$ cat src/rtl/irq_pair_pkg.sv
package irq_pair_pkg;
  localparam int unsigned LINES       = 8;
  localparam int unsigned PIN_W       = $clog2(LINES);
  localparam int unsigned BASE_W      = 5;
  localparam int unsigned VEC_W       = BASE_W + PIN_W;
  localparam int unsigned CASCADE_PIN = 2;
  localparam logic [LINES-1:0] PRI_TRIG_KEEP = 8'hF8;
  localparam logic [LINES-1:0] SEC_TRIG_KEEP = 8'hDE;
  localparam logic [PIN_W-1:0] IDLE_PIN = PIN_W'(LINES - 1);
endpackage

$ cat src/rtl/irq_sync.sv
module irq_sync #(
  parameter int unsigned W = 16
) (
  input  logic         clk,
  input  logic         rst_n,
  input  logic [W-1:0] d,
  output logic [W-1:0] q
);
  logic [W-1:0] stage0_q;
  logic [W-1:0] stage1_q;

  always_ff @(posedge clk or negedge rst_n) begin
    if (!rst_n) begin
      stage0_q <= '0;
      stage1_q <= '0;
    end else begin
      stage0_q <= d;
      stage1_q <= stage0_q;
    end
  end

  assign q = stage1_q;
endmodule

$ cat src/rtl/irq_trig_regs.sv
module irq_trig_regs
  import irq_pair_pkg::*;
#(
  parameter logic [LINES-1:0] PRI_KEEP = PRI_TRIG_KEEP,
  parameter logic [LINES-1:0] SEC_KEEP = SEC_TRIG_KEEP
) (
  input  logic             clk,
  input  logic             rst_n,
  input  logic             wr,
  input  logic             sel,
  input  logic [LINES-1:0] wdata,
  output logic [LINES-1:0] pri_trig,
  output logic [LINES-1:0] sec_trig,
  output logic [LINES-1:0] rdata
);
  logic [LINES-1:0] pri_q, pri_n;
  logic [LINES-1:0] sec_q, sec_n;
  logic             pri_en, sec_en;

  always_comb begin
    pri_en = wr && !sel;
    sec_en = wr && sel;
    pri_n  = wdata & PRI_KEEP;
    sec_n  = wdata & SEC_KEEP;
  end

  always_ff @(posedge clk or negedge rst_n) begin
    if (!rst_n) begin
      pri_q <= '0;
      sec_q <= '0;
    end else begin
      if (pri_en) pri_q <= pri_n;
      if (sec_en) sec_q <= sec_n;
    end
  end

  assign pri_trig = pri_q;
  assign sec_trig = sec_q;
  assign rdata    = sel ? sec_q : pri_q;

  p_pri_fixed_edge_r1: assert property (@(posedge clk) disable iff (!rst_n)
    (pri_q & ~PRI_KEEP) == '0);
  p_sec_fixed_edge_r2: assert property (@(posedge clk) disable iff (!rst_n)
    (sec_q & ~SEC_KEEP) == '0);
  p_pri_hold_r1: assert property (@(posedge clk) disable iff (!rst_n)
    !(wr && !sel) |=> $stable(pri_q));
endmodule

$ cat src/rtl/irq_ctrl_unit.sv
module irq_ctrl_unit
  import irq_pair_pkg::*;
(
  input  logic             clk,
  input  logic             rst_n,
  input  logic             ready,
  input  logic [LINES-1:0] lvl,
  input  logic [LINES-1:0] trig,
  input  logic [LINES-1:0] pulse_set,
  input  logic             acc_en,
  input  logic [PIN_W-1:0] acc_pin,
  output logic [LINES-1:0] req,
  output logic             elig,
  output logic [PIN_W-1:0] top_pin,
  output logic             raise_now,
  output logic             raised
);
  logic [LINES-1:0] prev_q;
  logic [LINES-1:0] req_q, req_n;
  logic [LINES-1:0] rise, fall;
  logic             raised_q, raised_n;

  assign rise = lvl & ~prev_q;
  assign fall = ~lvl & prev_q;

  for (genvar gi = 0; gi < LINES; gi++) begin : g_line
    always_comb begin
      req_n[gi] = req_q[gi];
      if (acc_en && (acc_pin == PIN_W'(gi)) && !lvl[gi]) req_n[gi] = 1'b0;
      if (fall[gi] && trig[gi]) req_n[gi] = 1'b0;
      if (rise[gi] || (lvl[gi] && trig[gi]) || pulse_set[gi]) req_n[gi] = 1'b1;
      if (!ready) req_n[gi] = 1'b0;
    end
  end

  always_comb begin
    top_pin = IDLE_PIN;
    for (int i = LINES - 1; i >= 0; i--) begin
      if (req_q[i]) top_pin = PIN_W'(i);
    end
    elig      = |req_q;
    raise_now = ready && elig && !raised_q;
    if (!ready)         raised_n = 1'b0;
    else if (acc_en)    raised_n = 1'b0;
    else if (raise_now) raised_n = 1'b1;
    else                raised_n = raised_q;
  end

  always_ff @(posedge clk or negedge rst_n) begin
    if (!rst_n) begin
      prev_q   <= '0;
      req_q    <= '0;
      raised_q <= 1'b0;
    end else begin
      prev_q   <= lvl;
      req_q    <= req_n;
      raised_q <= raised_n;
    end
  end

  assign req    = req_q;
  assign raised = raised_q;

  p_not_ready_clear_r6: assert property (@(posedge clk) disable iff (!rst_n)
    !ready |=> (req_q == '0) && !raised_q);
  p_raise_needs_request_r3: assert property (@(posedge clk) disable iff (!rst_n)
    $rose(raised_q) |-> $past(elig));
  p_ack_drops_flag_r10: assert property (@(posedge clk) disable iff (!rst_n)
    acc_en |=> !raised_q);
endmodule

$ cat src/rtl/irq_cascade_pair.sv
module irq_cascade_pair
  import irq_pair_pkg::*;
(
  input  logic                clk,
  input  logic                rst_n,
  input  logic [1:0]          ctl_ready,
  input  logic [BASE_W-1:0]   pri_base,
  input  logic [BASE_W-1:0]   sec_base,
  input  logic [2*LINES-1:0]  irq_in,
  input  logic                trig_wr,
  input  logic                trig_sel,
  input  logic [LINES-1:0]    trig_wdata,
  output logic [LINES-1:0]    trig_rdata,
  output logic                irq_out,
  input  logic                ack_req,
  output logic                ack_valid,
  output logic [VEC_W-1:0]    ack_vec
);
  localparam logic [LINES-1:0] CASCADE_BIT = LINES'(1) << CASCADE_PIN;

  logic [2*LINES-1:0] sync_lvl;
  logic [LINES-1:0]   pri_trig, sec_trig;
  logic [LINES-1:0]   pri_lvl, sec_lvl;
  logic [LINES-1:0]   pri_req, sec_req;
  logic [LINES-1:0]   pri_pulse;
  logic               pri_elig, sec_elig;
  logic [PIN_W-1:0]   pri_top, sec_top;
  logic               pri_raise, sec_raise;
  logic               pri_raised, sec_raised;
  logic               pick_sec;
  logic [VEC_W-1:0]   vec_n;
  logic               to_sec;
  logic               sec_acc_en;
  logic [PIN_W-1:0]   pri_acc_pin;
  logic [VEC_W-1:0]   vec_q;
  logic               valid_q;

  irq_sync #(.W(2*LINES)) u_sync (
    .clk (clk), .rst_n (rst_n), .d (irq_in), .q (sync_lvl)
  );

  irq_trig_regs u_trig (
    .clk (clk), .rst_n (rst_n), .wr (trig_wr), .sel (trig_sel),
    .wdata (trig_wdata), .pri_trig (pri_trig), .sec_trig (sec_trig),
    .rdata (trig_rdata)
  );

  assign pri_lvl   = sync_lvl[LINES-1:0] & ~CASCADE_BIT;
  assign sec_lvl   = sync_lvl[2*LINES-1:LINES];
  assign pri_pulse = sec_raise ? CASCADE_BIT : '0;

  irq_ctrl_unit u_sec (
    .clk (clk), .rst_n (rst_n), .ready (ctl_ready[1]), .lvl (sec_lvl),
    .trig (sec_trig), .pulse_set ('0), .acc_en (sec_acc_en),
    .acc_pin (vec_n[PIN_W-1:0]), .req (sec_req), .elig (sec_elig),
    .top_pin (sec_top), .raise_now (sec_raise), .raised (sec_raised)
  );

  irq_ctrl_unit u_pri (
    .clk (clk), .rst_n (rst_n), .ready (ctl_ready[0]), .lvl (pri_lvl),
    .trig (pri_trig), .pulse_set (pri_pulse), .acc_en (ack_req),
    .acc_pin (pri_acc_pin), .req (pri_req), .elig (pri_elig),
    .top_pin (pri_top), .raise_now (pri_raise), .raised (pri_raised)
  );

  always_comb begin
    pick_sec = pri_elig && (pri_top == PIN_W'(CASCADE_PIN));
    if (pick_sec) vec_n = {sec_base, (sec_elig ? sec_top : IDLE_PIN)};
    else          vec_n = {pri_base, (pri_elig ? pri_top : IDLE_PIN)};
    to_sec      = (vec_n[VEC_W-1:PIN_W] == sec_base);
    sec_acc_en  = ack_req && to_sec;
    pri_acc_pin = to_sec ? PIN_W'(CASCADE_PIN) : vec_n[PIN_W-1:0];
  end

  always_ff @(posedge clk or negedge rst_n) begin
    if (!rst_n) begin
      vec_q   <= '0;
      valid_q <= 1'b0;
    end else begin
      valid_q <= ack_req;
      if (ack_req) vec_q <= vec_n;
    end
  end

  assign irq_out   = pri_raised;
  assign ack_valid = valid_q;
  assign ack_vec   = vec_q;

  p_ack_one_cycle_r3: assert property (@(posedge clk) disable iff (!rst_n)
    ack_req |=> ack_valid);
  p_ack_quiet_r3: assert property (@(posedge clk) disable iff (!rst_n)
    !ack_req |=> !ack_valid);
  p_cascade_sets_pin2_r7: assert property (@(posedge clk) disable iff (!rst_n)
    $rose(sec_raised) && ctl_ready[0] |-> pri_req[CASCADE_PIN]);
  p_line2_unused_r9: assert property (@(posedge clk) disable iff (!rst_n)
    !sec_raise && ctl_ready[0] && $past(ctl_ready[0]) |=>
      (pri_req[CASCADE_PIN] == 1'b0) || $past(pri_req[CASCADE_PIN]));
endmodule

$ cat config.mk
export PLATFORM = sky130hd
export DESIGN_NAME = irq_cascade_pair
export DESIGN_NICKNAME = d
export VERILOG_FILES = /design/src/rtl/irq_pair_pkg.sv /design/src/rtl/irq_sync.sv /design/src/rtl/irq_trig_regs.sv /design/src/rtl/irq_ctrl_unit.sv /design/src/rtl/irq_cascade_pair.sv
export SDC_FILE = /design/constraint.sdc
export NUM_CORES = 1
export LEC_CHECK = 0
export ABC_AREA = 1
export BUFFER_PORTS_ARGS = -buffer_cell sky130_fd_sc_hd__buf_4
export CELL_PAD_IN_SITES_DETAIL_PLACEMENT = 1
export CELL_PAD_IN_SITES_GLOBAL_PLACEMENT = 2
export CORE_AREA = 2 2 105 107
export DETAILED_ROUTE_END_ITERATION = 7
export DIE_AREA = 0 0 107 109
export PLACE_DENSITY_LB_ADDON = 0.1
export SLEW_MARGIN = 40
export SYNTH_ARGS = -nofsm -noshare
export SYNTH_HDL_FRONTEND = slang
export SYNTH_SLANG_ARGS = --single-unit
$ cat constraint.sdc
create_clock -name clk -period 2.2 [get_ports clk]
set_input_delay 0 -clock clk [delete_from_list [all_inputs] [get_ports clk]]
set_output_delay 0 -clock clk [all_outputs]
set_load 0.02 [all_outputs]
After elaboration in Yosys (flattened, before gate mapping)
Cells that the tools add are included.
Storage, ports and cells
  memories kept: 0
  bits in latches: 0
  logic and storage cells: 255
  bits in writable memories: 0
  bits in read-only memories: 0
  output and inout bits: 18
  register bits after elaboration: 85
Operators by class
  shift operators: 0
  magnitude comparators: 0
  multipliers: 0
  mux-type cells: 85
  add/subtract/negate cells: 0
  reductions and logical operators: 102
  divide/modulo/power cells: 0
  equal/unequal tests: 34
  bitwise logic cells: 8
Operator list (count)
  two-way mux 1 bit: 67
  logical AND 1 bit: 61
  inequality test 4 x 1 -> 1 bit (second input constant): 11
  two-way mux 3 bit: 12
  bitwise AND 8 bit: 4
  inverter 8 bit: 4
  equality test 3 bit (second input constant): 8
  inequality test 3 x 1 -> 1 bit (second input constant): 7
  logical NOT 1 bit: 18
  two-way mux 8 bit: 2
  OR reduction 8 bit: 2
  equality test 3 x 2 -> 1 bit (second input constant): 5
  logical OR 1 bit: 14
  two-way mux 2 bit: 4
  equality test 3 x 1 -> 1 bit (second input constant): 2
  logical NOT 3 bit: 2
  equality test 5 bit: 1
  logical OR 1 bit (second input constant): 5

Depth between registers and ports, before layout
Gate-level depths: netlist of the first run.
  word-level depth: 19
  gate-level depth with buffers: 16
  depth with buffers taken out: 15

Cells and area by module
Synthesis of the first run repeated with hierarchy kept, for this count alone.
Unflattened totals
  cells, all modules: 454
  area total of the unflattened synthesis: 3787.4 um2
Modules (own cells, without submodules)
  irq_ctrl_unit: area an instance 917.1 um2, cells an instance 133, sequential area each 425.4 um2, instances 2
  irq_sync: area an instance 800.8 um2, cells an instance 32, sequential area each 800.8 um2, instances 1
  irq_cascade_pair: area an instance 594.3 um2, cells an instance 82, sequential area each 225.2 um2, instances 1
  irq_trig_regs: area an instance 558.0 um2, cells an instance 74, sequential area each 275.3 um2, instances 1

Worst setup path before layout of the first run
No wires, ideal clock.
  path kind: reg-to-reg
  start: register u_pri.req_q[5], in the netlist u_pri.req[5]
  end: register u_pri.req_q[2], in the netlist u_pri.req[2]
  required time: 2.082 ns
  setup slack: 0.571 ns
  library setup time: 0.118 ns
  cell stages (with the launch flop): 16
  period minus slack after synthesis: 1.629 ns
  data arrival time: 1.510 ns
  cell sequence: dfrtp_1 -> inv_2 -> nand2_1 -> nand2_1 -> nand2_1 -> nand2_2 -> nand2_4 -> buf_6 -> nand3_4 -> nand2_4 -> nor2_4 -> inv_2 -> nor2_8 -> nand2_2 -> a21oi_1 -> nor2_1
Between the ends
  cells in the longest elaborated chain, start to end: 14
Ends and longest elaborated chain
  start: declaration: line irq_ctrl_unit.sv:19  | logic [LINES-1:0] req_q, req_n;
  start signal: assignment: line irq_ctrl_unit.sv:56  | req_q <= req_n;
  two-way mux 2 bit (2 in a row): line irq_ctrl_unit.sv:39  | if (req_q[i]) top_pin = PIN_W'(i);
  two-way mux 3 bit (4 in a row): line irq_ctrl_unit.sv:39
  equality test 3 x 2 -> 1 bit: line irq_cascade_pair.sv:67  | pick_sec = pri_elig && (pri_top == PIN_W'(CASCADE_PIN));
  logical AND 1 bit: line irq_cascade_pair.sv:67
  two-way mux 8 bit (*): line irq_cascade_pair.sv:68  | if (pick_sec) vec_n = {sec_base, (sec_elig ? sec_top : IDLE_PIN)};
  equality test 5 bit: line irq_cascade_pair.sv:70  | to_sec = (vec_n[VEC_W-1:PIN_W] == sec_base);
  two-way mux 3 bit (*): line irq_cascade_pair.sv:72  | pri_acc_pin = to_sec ? PIN_W'(CASCADE_PIN) : vec_n[PIN_W-1:0];
  equality test 3 x 2 -> 1 bit (*): line irq_ctrl_unit.sv:29  | if (acc_en && (acc_pin == PIN_W'(gi)) && !lvl[gi]) req_n[gi] = 1'b0;
  logical AND 1 bit (*): line irq_ctrl_unit.sv:29
  inequality test 3 x 1 -> 1 bit (no line) (*)
Mark *: on every way between the ends. The rest lies on a longest branch, timed or not.
A chain may end at the register's enable or synchronous reset.

Worst setup path in the final report of the first run
  start: register u_pri.req_q[5], in the netlist u_pri.req[5]
  end: register u_pri.req_q[4], in the netlist u_pri.req[4]
Between the ends
  cells in the longest elaborated chain, start to end: 15
Ends and longest elaborated chain (line)
  two-way mux 2 bit (2 in a row): irq_ctrl_unit.sv:39
  two-way mux 3 bit (4 in a row): irq_ctrl_unit.sv:39
  equality test 3 x 2 -> 1 bit: irq_cascade_pair.sv:67
  logical AND 1 bit: irq_cascade_pair.sv:67
  two-way mux 8 bit (*): irq_cascade_pair.sv:68
  equality test 5 bit: irq_cascade_pair.sv:70
  two-way mux 3 bit (*): irq_cascade_pair.sv:72
  equality test 3 bit (*): irq_ctrl_unit.sv:29
  logical AND 1 bit (*) (2 in a row): irq_ctrl_unit.sv:29
  inequality test 4 x 1 -> 1 bit (no line) (*)
Marked as above.

==> impl_metrics.env, run 1 <==
export IMPL_min_to="u_trig.sec_trig[4]"
export IMPL_instances_no_fill=610
export IMPL_r2r_end="u_pri.req[4]"
export IMPL_worst_hold_path_type="input port to register"
export IMPL_hold_viol=0
export IMPL_timing_rr_start="u_pri.req[5]"
export IMPL_drive_gt1_frac=0.223
export IMPL_ys_async_sr_fraction=1.00
export IMPL_num_rows=38
export IMPL_dr_pass1_iters=4
export IMPL_power_leakage_nw=2.30
export IMPL_core_area_um2=10600
export IMPL_synth_edff_count=0
export IMPL_worst_setup_path_end_kind="register"
export IMPL_skew_ps=9.43
export IMPL_worst_path_max_delay_cell="dfrtp_1"
export IMPL_dpl_cell_area_um2=4090
export IMPL_fmax_mhz=513
export IMPL_fill_cells=1220
export IMPL_hold_ws_ps=142
export IMPL_diodes=0
export IMPL_startpoint_type="register"
export IMPL_maxCapViolCount=0
export IMPL_maxSlewViolCount=0
export IMPL_cp_required_ps=2460
export IMPL_path_class="register to register"
export IMPL_tns_ps=0
export IMPL_worstHoldPathCells=4
export IMPL_drc=0
export IMPL_syn_inst=367
export IMPL_netlist_area_leader_share=0.593
export IMPL_r2r_setup_slack_ps=250
export IMPL_worst_slack_ps=250
export IMPL_cts_inserted_buffers=9
export IMPL_design_portCount=59
export IMPL_start_util=0.331
export IMPL_viasPerCell=4.53
export IMPL_yosys_area_top_type="dfrtp_1"
export IMPL_ys_ff_latch=83
export IMPL_synth_avg_cell_area_um2=9.55
export IMPL_ir_drop_uv=422
export IMPL_nets=506
export IMPL_grt_pass1_vias=2986
export IMPL_vias=2765
export IMPL_synth_warnings=0
export IMPL_synthFlopType="dfrtp_1"
export IMPL_dpl_hpwl_mm=6.18
export IMPL_clkLatencyLatePin_ps=370
export IMPL_track_usage=0.170
export IMPL_clockBufferDepth=2
export IMPL_rsz0062_at_grt="no"
export IMPL_slowest_delay_ps=400
export IMPL_cp_common_cell="nand2_1"
export IMPL_finalSetupViolations=0
export IMPL_grt_max_degree=47
export IMPL_postCtsSetupRepairBufs=0
export IMPL_grt_pass1_wl_mm=14.9
export IMPL_die_area_um2=11700
export IMPL_crit_family="simple AND/OR/NAND/NOR gates"
export IMPL_place_congestion=0.840
export IMPL_syn_area_um2=3500
export IMPL_period_minus_slack_ps=1950
export IMPL_gr_total_overflow=0
export IMPL_dp_cells=558
export IMPL_outcome="finished, final reports clean"
export IMPL_post_place_ws_ps=194
export IMPL_fin_crit_sh=0.887
export IMPL_path_cells="inv_2, nand2_1, nand2_1, nand2_1, nand2_2, nand2_8, inv_2, nand2_1, nand2_1, nand2_1, inv_1, nand3_1, a21oi_1, nor2_1"
export IMPL_seq_area_frac_synth=0.593
export IMPL_grt_antenna_before_repair=0
export IMPL_path_clk_slew_ps=90
export IMPL_syn_to_final_growth_pct=33.4
export IMPL_h_tree_depth=3
export IMPL_synth_net_count=408
export IMPL_wirelength_mm=8.78
export IMPL_cellPowerDensity_nw_per_um2=792
export IMPL_hp_start="trig_wr"
export IMPL_rr_worst_depth=14
export IMPL_cts_sinks=83
export IMPL_cp_arrival_ps=2210
export IMPL_relSlewSlack=0.587
export IMPL_crit_fanout=17
export IMPL_chipHeight_um=109
export IMPL_cts_root_buf="clkbuf_8"
export IMPL_stdcell_area_um2=4670
export IMPL_die_x_um=107
export IMPL_drt_iter0_drc=82
export IMPL_cts_tree="done"
export IMPL_tightest_slew_ps=619
export IMPL_critPathBufInv=3
export IMPL_ys_top_cells_by_area="dfrtp_1, nand2_1, inv_1"
export IMPL_wl_per_cell_um=14.4
export IMPL_postRouteAntennaNets=0
export IMPL_io_buffers=55
export IMPL_synth_cell_types=37
Yosys cell counts (2+ instances only):
| cell | count |
|---|---|
| nor3_1 | 2 |
| dfrtp_1 | 83 |
| clkbuf_1 | 4 |
| nand3b_1 | 3 |
| nor2_4 | 3 |
| nor2_8 | 2 |
| a21oi_1 | 15 |
| nand2_4 | 3 |
| nand2_1 | 74 |
| inv_2 | 7 |
| a211oi_1 | 3 |
| nand4_1 | 4 |
| inv_1 | 49 |
| nor2_1 | 30 |
| nand3_4 | 2 |
| nor2_2 | 2 |
| nor4_1 | 2 |
| a21boi_0 | 4 |
| nand2_2 | 5 |
| a31oi_1 | 5 |
| o21ai_0 | 28 |
| nand3_1 | 19 |
| nand3_2 | 4 |
cells by family (layout without fill, tap and decap cells):
| family | count (synthesis) | in the layout | synth area share |
|---|---|---|---|
| AND/OR/NAND/NOR | 159 | 159 | 0.234 |
| flip-flops | 83 | 83 | 0.593 |
| buffers and inverters | 62 | 165 | 0.0696 |
| AO/OA/AOI/OAI | 61 | 61 | 0.0993 |
| other | 1 | 1 | 0.00107 |
| multiplexers | 1 | 1 | 0.00321 |
sequential cells by signal (all words and copies together) (netlist names):
signal / count
u_sec.raised: 1
u_sync.stage0_q: 15
u_trig.pri_trig: 5
u_pri.req: 8
u_trig.sec_trig: 6
ack_vec: 8
u_sec.prev_q: 8
ack_valid: 1
u_sync.q: 15
u_pri.prev_q: 7
u_sec.req: 8
u_pri.raised: 1
placed cells by master, fill, tap and decap left out, types with 2 or more instances in the layout:
cell type / count
dfrtp_1: 83
a211oi_1: 3
a21boi_0: 4
inv_2: 7
nor3_1: 2
nor4_1: 2
dlygate4sd3_1: 36
nand3b_1: 3
nor2_1: 30
nand3_1: 19
o21ai_0: 28
nor2_4: 3
buf_4: 56
nor2_8: 2
clkbuf_1: 2
a31oi_1: 5
bufinv_16: 2
nand4_1: 4
nand3_2: 4
nor2_2: 2
nand3_4: 2
a21oi_1: 15
inv_1: 49
clkbuf_8: 10
nand2_2: 5
nand2_1: 74
nand2_4: 2
metrics by stage:
| step | power (W) | util |
|---|---|---|
| 6_report | 0.00370 | 0.441 |
| 5_1_grt | 0.00393 | 0.441 |
| 4_1_cts | 0.00376 | 0.440 |
| 3_5_place_dp | 0.00244 | 0.385 |
| 3_3_place_gp | 0.00243 | 0.385 |
| 2_1_floorplan | 0.00215 | - |
what timing repair did:
action	in CTS	in global routing
endpoints found under the hold margin	93	0
endpoints found under the setup margin	0	1
resized for setup	0	1
hold buffers	36	0
worst min-delay path, stage by stage:
cell     delay [ps]
buf_4            80
nand2_1         210
nand2_1         120
o21ai_0          70
power by group:
part | switching [W] | total [W] | internal, W
sequential | 0.0000878 | 0.00174 | 0.00165
clock | 0.000561 | 0.00123 | 0.000672
combinational | 0.000435 | 0.000731 | 0.000297
metal layers:
metal | share of wire | GRT usage
met1 | 0.46 | 0.211
met5 | 0 | 0
met2 | 0.47 | 0.277
met4 | 0.032 | 0.0928
met3 | 0.033 | 0.0365
worst max path at each step:
stage | from | end | slack [ps] | cells after the start
6_report | u_pri.req[5] | u_pri.req[4] | 250 | 14
5_1_grt | u_pri.req[5] | u_sec.req[5] | 20 | 15
4_1_cts | u_pri.req[3] | u_sec.req[1] | 170 | 12
3_5_place_dp | u_pri.req[3] | u_sec.req[1] | 190 | 12
3_3_place_gp | u_pri.req[5] | u_sec.req[7] | 260 | 15
2_1_floorplan | u_pri.req[5] | u_pri.req[2] | 570 | 15
area by class of cell:
type	instances	area, um^2	share of cell area
tap	140	175	0.0375
multi-input combinational	222	1190	0.255
inverter	56	210	0.0450
timing repair buffer	93	801	0.171
clock inverter	4	73.8	0.0158
clock buffer	12	145	0.0310
sequential	83	2080	0.444
Power figures use the tool's default switching activity.
==> run 2, diff against run 1 <==
CELL_PAD_IN_SITES_DETAIL_PLACEMENT = not set   (was 1)
CELL_PAD_IN_SITES_GLOBAL_PLACEMENT = not set   (was 2)
CORE_AREA = 2 2 83 85   (was 2 2 105 107)
DIE_AREA = 0 0 85 87   (was 0 0 107 109)
PLACE_DENSITY = 0.77   (was not set)
PLACE_DENSITY_LB_ADDON = not set   (was 0.1)
SETUP_SLACK_MARGIN = 0.05   (was not set)
==> impl_metrics.env, run 2 (synthesis gave the netlist of run 1 again) <==
export IMPL_outcome="finished, final reports clean"
export IMPL_viasPerCell=5.10
export IMPL_drt_iter0_drc=155
export IMPL_dr_pass1_iters=5
export IMPL_path_cells="inv_2, nand2_1, nand2_1, nand2_1, nand2_2, nand2_4, or2_1, nand2_2, inv_2, nor2_8, inv_2, nor2_2, nand3_1, nand2_1, nand2_1"
export IMPL_num_rows=30
export IMPL_worst_slack_ps=185
export IMPL_rsz0062_at_grt="no"
export IMPL_postRouteAntennaNets=0
export IMPL_wl_per_cell_um=14.0
export IMPL_dpl_hpwl_mm=5.29
export IMPL_worst_setup_path_end_kind="register"
export IMPL_fin_util=0.689
export IMPL_tns_ps=0
export IMPL_cp_required_ps=2450
export IMPL_core_area_um2=6570
export IMPL_grt_pass1_wl_mm=12.6
export IMPL_cts_tree="done"
export IMPL_r2r_end="u_sec.req[7]"
export IMPL_cts_inserted_buffers=9
export IMPL_fmax_mhz=496
export IMPL_worstHoldPathCells=4
export IMPL_grt_antenna_before_repair=0
export IMPL_track_usage=0.220
export IMPL_wirelength_mm=7.66
export IMPL_path_class="register to register"
export IMPL_startpoint_type="register"
export IMPL_drc=0
export IMPL_h_tree_depth=3
export IMPL_place_congestion=0.811
export IMPL_relSlewSlack=0.550
export IMPL_cp_arrival_ps=2260
export IMPL_power_leakage_nw=2.28
export IMPL_nets=505
export IMPL_hold_ws_ps=171
export IMPL_period_minus_slack_ps=2010
export IMPL_timing_rr_start="u_pri.req[5]"
export IMPL_post_place_ws_ps=204
export IMPL_rr_worst_depth=15
export IMPL_fin_crit_sh=0.916
export IMPL_syn_to_final_growth_pct=29.1
export IMPL_maxSlewViolCount=0
export IMPL_cellPowerDensity_nw_per_um2=745
export IMPL_cts_root_buf="clkbuf_8"
export IMPL_tightest_slew_ps=675
export IMPL_skew_ps=6.36
export IMPL_vias=2793
export IMPL_clockBufferDepth=2
export IMPL_grt_pass1_vias=2794
export IMPL_finalSetupViolations=0
export IMPL_maxCapViolCount=0
export IMPL_gr_total_overflow=0
export IMPL_cp_common_cell="nand2_1"
export IMPL_worst_path_max_delay_cell="dfrtp_1"
export IMPL_r2r_setup_slack_ps=190
export IMPL_slowest_delay_ps=400
export IMPL_path_clk_slew_ps=80
export IMPL_most_common_layout_cells="dfrtp_1, nand2_1, buf_4, inv_1, dlygate4sd3_1"
export IMPL_drive_gt1_frac=0.224
export IMPL_cts_sinks=83
export IMPL_worst_hold_path_type="input port to register"
export IMPL_design_portCount=59
export IMPL_hp_start="trig_wr"
export IMPL_final_common_cell="dfrtp_1"
export IMPL_hold_viol=0
export IMPL_postCtsSetupRepairBufs=0
export IMPL_crit_fanout=17
export IMPL_die_area_um2=7400
export IMPL_chipHeight_um=87
export IMPL_grt_max_degree=54
export IMPL_ir_drop_uv=505
export IMPL_die_x_um=85
export IMPL_clkLatencyLatePin_ps=350
export IMPL_diodes=0
export IMPL_min_to="u_trig.sec_trig[4]"
export IMPL_start_util=0.534
export IMPL_io_buffers=55
[run 2: how the worst max path moves through the flow]
stage | start | endpoint | slack (ps) | depth (start not counted)
6_report | u_pri.req[5] | u_sec.req[7] | 190 | 15
5_1_grt | u_pri.req[5] | u_sec.req[5] | 20 | 15
4_1_cts | u_pri.req[5] | u_pri.req[5] | 190 | 13
3_5_place_dp | u_pri.req[5] | u_pri.req[5] | 200 | 13
3_3_place_gp | u_pri.req[5] | u_sec.req[7] | 320 | 15
2_1_floorplan | u_pri.req[5] | u_pri.req[2] | 570 | 15
[run 2: what timing repair did]
item / 4_1_cts / 5_1_grt
resized for setup: 0 / 1
endpoints found under the hold margin: 99 / 0
hold buffers: 36 / 0
setup endpoints to repair: 0 / 1
[run 2: where the power goes]
part           switching, W  leakage (nW)  internal [W]  total (W)
Sequential        0.0000856         0.995       0.00165    0.00173
Clock              0.000520        0.0861      0.000400   0.000920
Combinational      0.000424          1.20      0.000290   0.000714
Total               0.00103          2.28       0.00234    0.00337
[run 2: final cells by class]
| class | count | area [um^2] |
|---|---|---|
| Tap cell | 80 | 100 |
| Clock inverter | 5 | 28.8 |
| Inverter | 56 | 210 |
| Clock buffer | 10 | 128 |
| Multi-Input combinational cell | 222 | 1190 |
| Fill cell | 507 | 2050 |
| Timing Repair Buffer | 92 | 793 |
| Sequential cell | 83 | 2080 |
[run 2: routing by layer]
metal  global-route usage  part of all wire  vias up
met5                    0                 0        -
met4               0.0765             0.017        0
met3               0.0531             0.039       17
met2                0.381              0.51       71
met1                0.271              0.44     1344
li1                     -                 -     1361
[run 2: worst max-delay path, delay by kind of cell, from the launching register on]
family / cells / cell delay [ps]
buffers and inverters: 3 / 190
DFF: 1 / 400
and+or+nand+nor: 12 / 1300
[run 2: through the flow]
stage / cell area (um^2) / total power [W] / instances
6_report: 4520 / 0.00337 / 548
5_1_grt: 4520 / 0.00354 / 548
4_1_cts: 4520 / 0.00339 / 548
3_5_place_dp: 4000 / 0.00241 / 497
3_3_place_gp: 4000 / 0.00239 / 497
2_1_floorplan: 3500 / 0.00215 / 367
==> run 3, diff against run 2 <==
CORE_AREA = 2 2 81 83   (was 2 2 83 85)
CTS_BUF_LIST = sky130_fd_sc_hd__clkbuf_8   (was not set)
DIE_AREA = 0 0 83 85   (was 0 0 85 87)
PLACE_DENSITY = 0.81   (was 0.77)
==> impl_metrics.env, run 3 (synthesis gave the netlist of run 1 again) <==
export IMPL_outcome="finished, final reports clean"
export IMPL_vias=2755
export IMPL_path_clk_slew_ps=80
export IMPL_startpoint_type="register"
export IMPL_fin_crit_sh=0.903
export IMPL_power_leakage_nw=2.26
export IMPL_die_x_um=83
export IMPL_skew_ps=9.24
export IMPL_tightest_slew_ps=736
export IMPL_gr_total_overflow=0
export IMPL_nets=504
export IMPL_cp_required_ps=2430
export IMPL_h_tree_depth=3
export IMPL_wl_per_cell_um=13.6
export IMPL_worst_hold_path_type="input port to register"
export IMPL_place_congestion=0.820
export IMPL_grt_pass1_vias=2799
export IMPL_relSlewSlack=0.509
export IMPL_track_usage=0.231
export IMPL_clockBufferDepth=2
export IMPL_fin_util=0.724
export IMPL_maxSlewViolCount=0
export IMPL_worst_setup_path_end_kind="register"
export IMPL_start_util=0.565
export IMPL_ir_drop_uv=531
export IMPL_grt_pass1_wl_mm=12.9
export IMPL_cts_inserted_buffers=9
export IMPL_postRouteAntennaNets=0
export IMPL_rsz0062_at_grt="no"
export IMPL_hold_viol=0
export IMPL_io_buffers=55
export IMPL_grt_antenna_before_repair=0
export IMPL_dr_pass1_iters=4
export IMPL_period_minus_slack_ps=1990
export IMPL_drive_gt1_frac=0.219
export IMPL_syn_to_final_growth_pct=28.2
export IMPL_tns_ps=0
export IMPL_grt_max_degree=84
export IMPL_most_common_layout_cells="dfrtp_1, nand2_1, buf_4, inv_1, dlygate4sd3_1"
export IMPL_chipHeight_um=85
export IMPL_hold_ws_ps=165
export IMPL_drc=0
export IMPL_cts_sinks=83
export IMPL_fmax_mhz=504
export IMPL_clkLatencyLatePin_ps=350
export IMPL_maxCapViolCount=0
export IMPL_path_class="register to register"
export IMPL_cts_tree="done"
export IMPL_diodes=0
export IMPL_dpl_hpwl_mm=4.93
export IMPL_die_area_um2=7060
export IMPL_cp_arrival_ps=2220
export IMPL_crit_fanout=17
export IMPL_finalSetupViolations=0
export IMPL_viasPerCell=5.08
export IMPL_design_portCount=59
export IMPL_drt_iter0_drc=166
export IMPL_cellPowerDensity_nw_per_um2=740
export IMPL_wirelength_mm=7.37
export IMPL_num_rows=29
export IMPL_core_area_um2=6200
export IMPL_final_common_cell="dfrtp_1"
export IMPL_cts_root_buf="clkbuf_8"
-- run 3: cell types whose count changed in the layout (fill, tap and decap cells not counted), sizes merged --
cell	previous run	this run
buf	56	55
clkbuf	10	9
clkinv	4	3
-- run 3: metal layers --
layer  routed length, um  up-vias  share of wire  track usage
met5                   0        -              0            0
met4                  96        0          0.013       0.0641
met3                 301       12          0.041       0.0447
met2                3800       79           0.52        0.408
met1                3180     1302           0.43        0.295
li1                    -     1362              -            -
-- run 3: final timing paths --
path	cells past startpoint	from	slack (ps)	endpoint
worst max-delay path	14	u_pri.req[6]	210	u_sec.req[1]
worst min-delay path	4	trig_wr	170	u_trig.pri_trig[5]
worst max register to register	14	u_pri.req[6]	210	u_sec.req[1]
worst min register to register	0	u_sync.stage0_q[9]	350	u_sync.q[9]
max in group asynchronous	2	rst_n	1440	u_pri.prev_q[6]
min in group asynchronous	2	rst_n	270	ack_valid
-- run 3: what timing repair did --
action / 4_1_cts / 5_1_grt
gates resized for setup: 0 / 1
endpoints found under the hold margin: 129 / 0
setup buffers: 0 / 0
hold buffers: 36 / 0
setup endpoints to repair: 0 / 2
-- run 3: per-stage QoR --
stage               instances  setup WS, ps  cell area, um^2  total power (W)
CTS                       542           219             4490          0.00333
floorplan                 367           571             3500          0.00215
finish                    542           214             4490          0.00332
global placement          493           332             3980          0.00238
detailed placement        493           290             3980          0.00240
global route              542          50.6             4490          0.00350
-- run 3: area by class of cell --
| class | count | area [um^2] |
|---|---|---|
| Fill cell | 455 | 1710 |
| Sequential cell | 83 | 2080 |
| Clock inverter | 4 | 22.5 |
| Inverter | 56 | 210 |
| Multi-Input combinational cell | 222 | 1190 |
| Tap cell | 77 | 96.3 |
| Clock buffer | 9 | 124 |
| Timing Repair Buffer | 91 | 777 |
-- run 3: report_power, final --
part | switching, W | internal, W
combinational | 0.000418 | 0.000287
sequential | 0.0000855 | 0.00165
clock | 0.000499 | 0.000385
-- run 3: critical path, stage by stage, from the launching register on --
cell and delay [ps]:
dfrtp_1 410, nand2_1 80, nand2_1 70, nand2_1 80, nand2_2 70, nand2_4 190
inv_2 120, nand2_1 120, nand2_1 130, nor2_1 170, inv_1 100, nor2_1 140
nand3_1 90, nand2_1 60, nor2_1 40
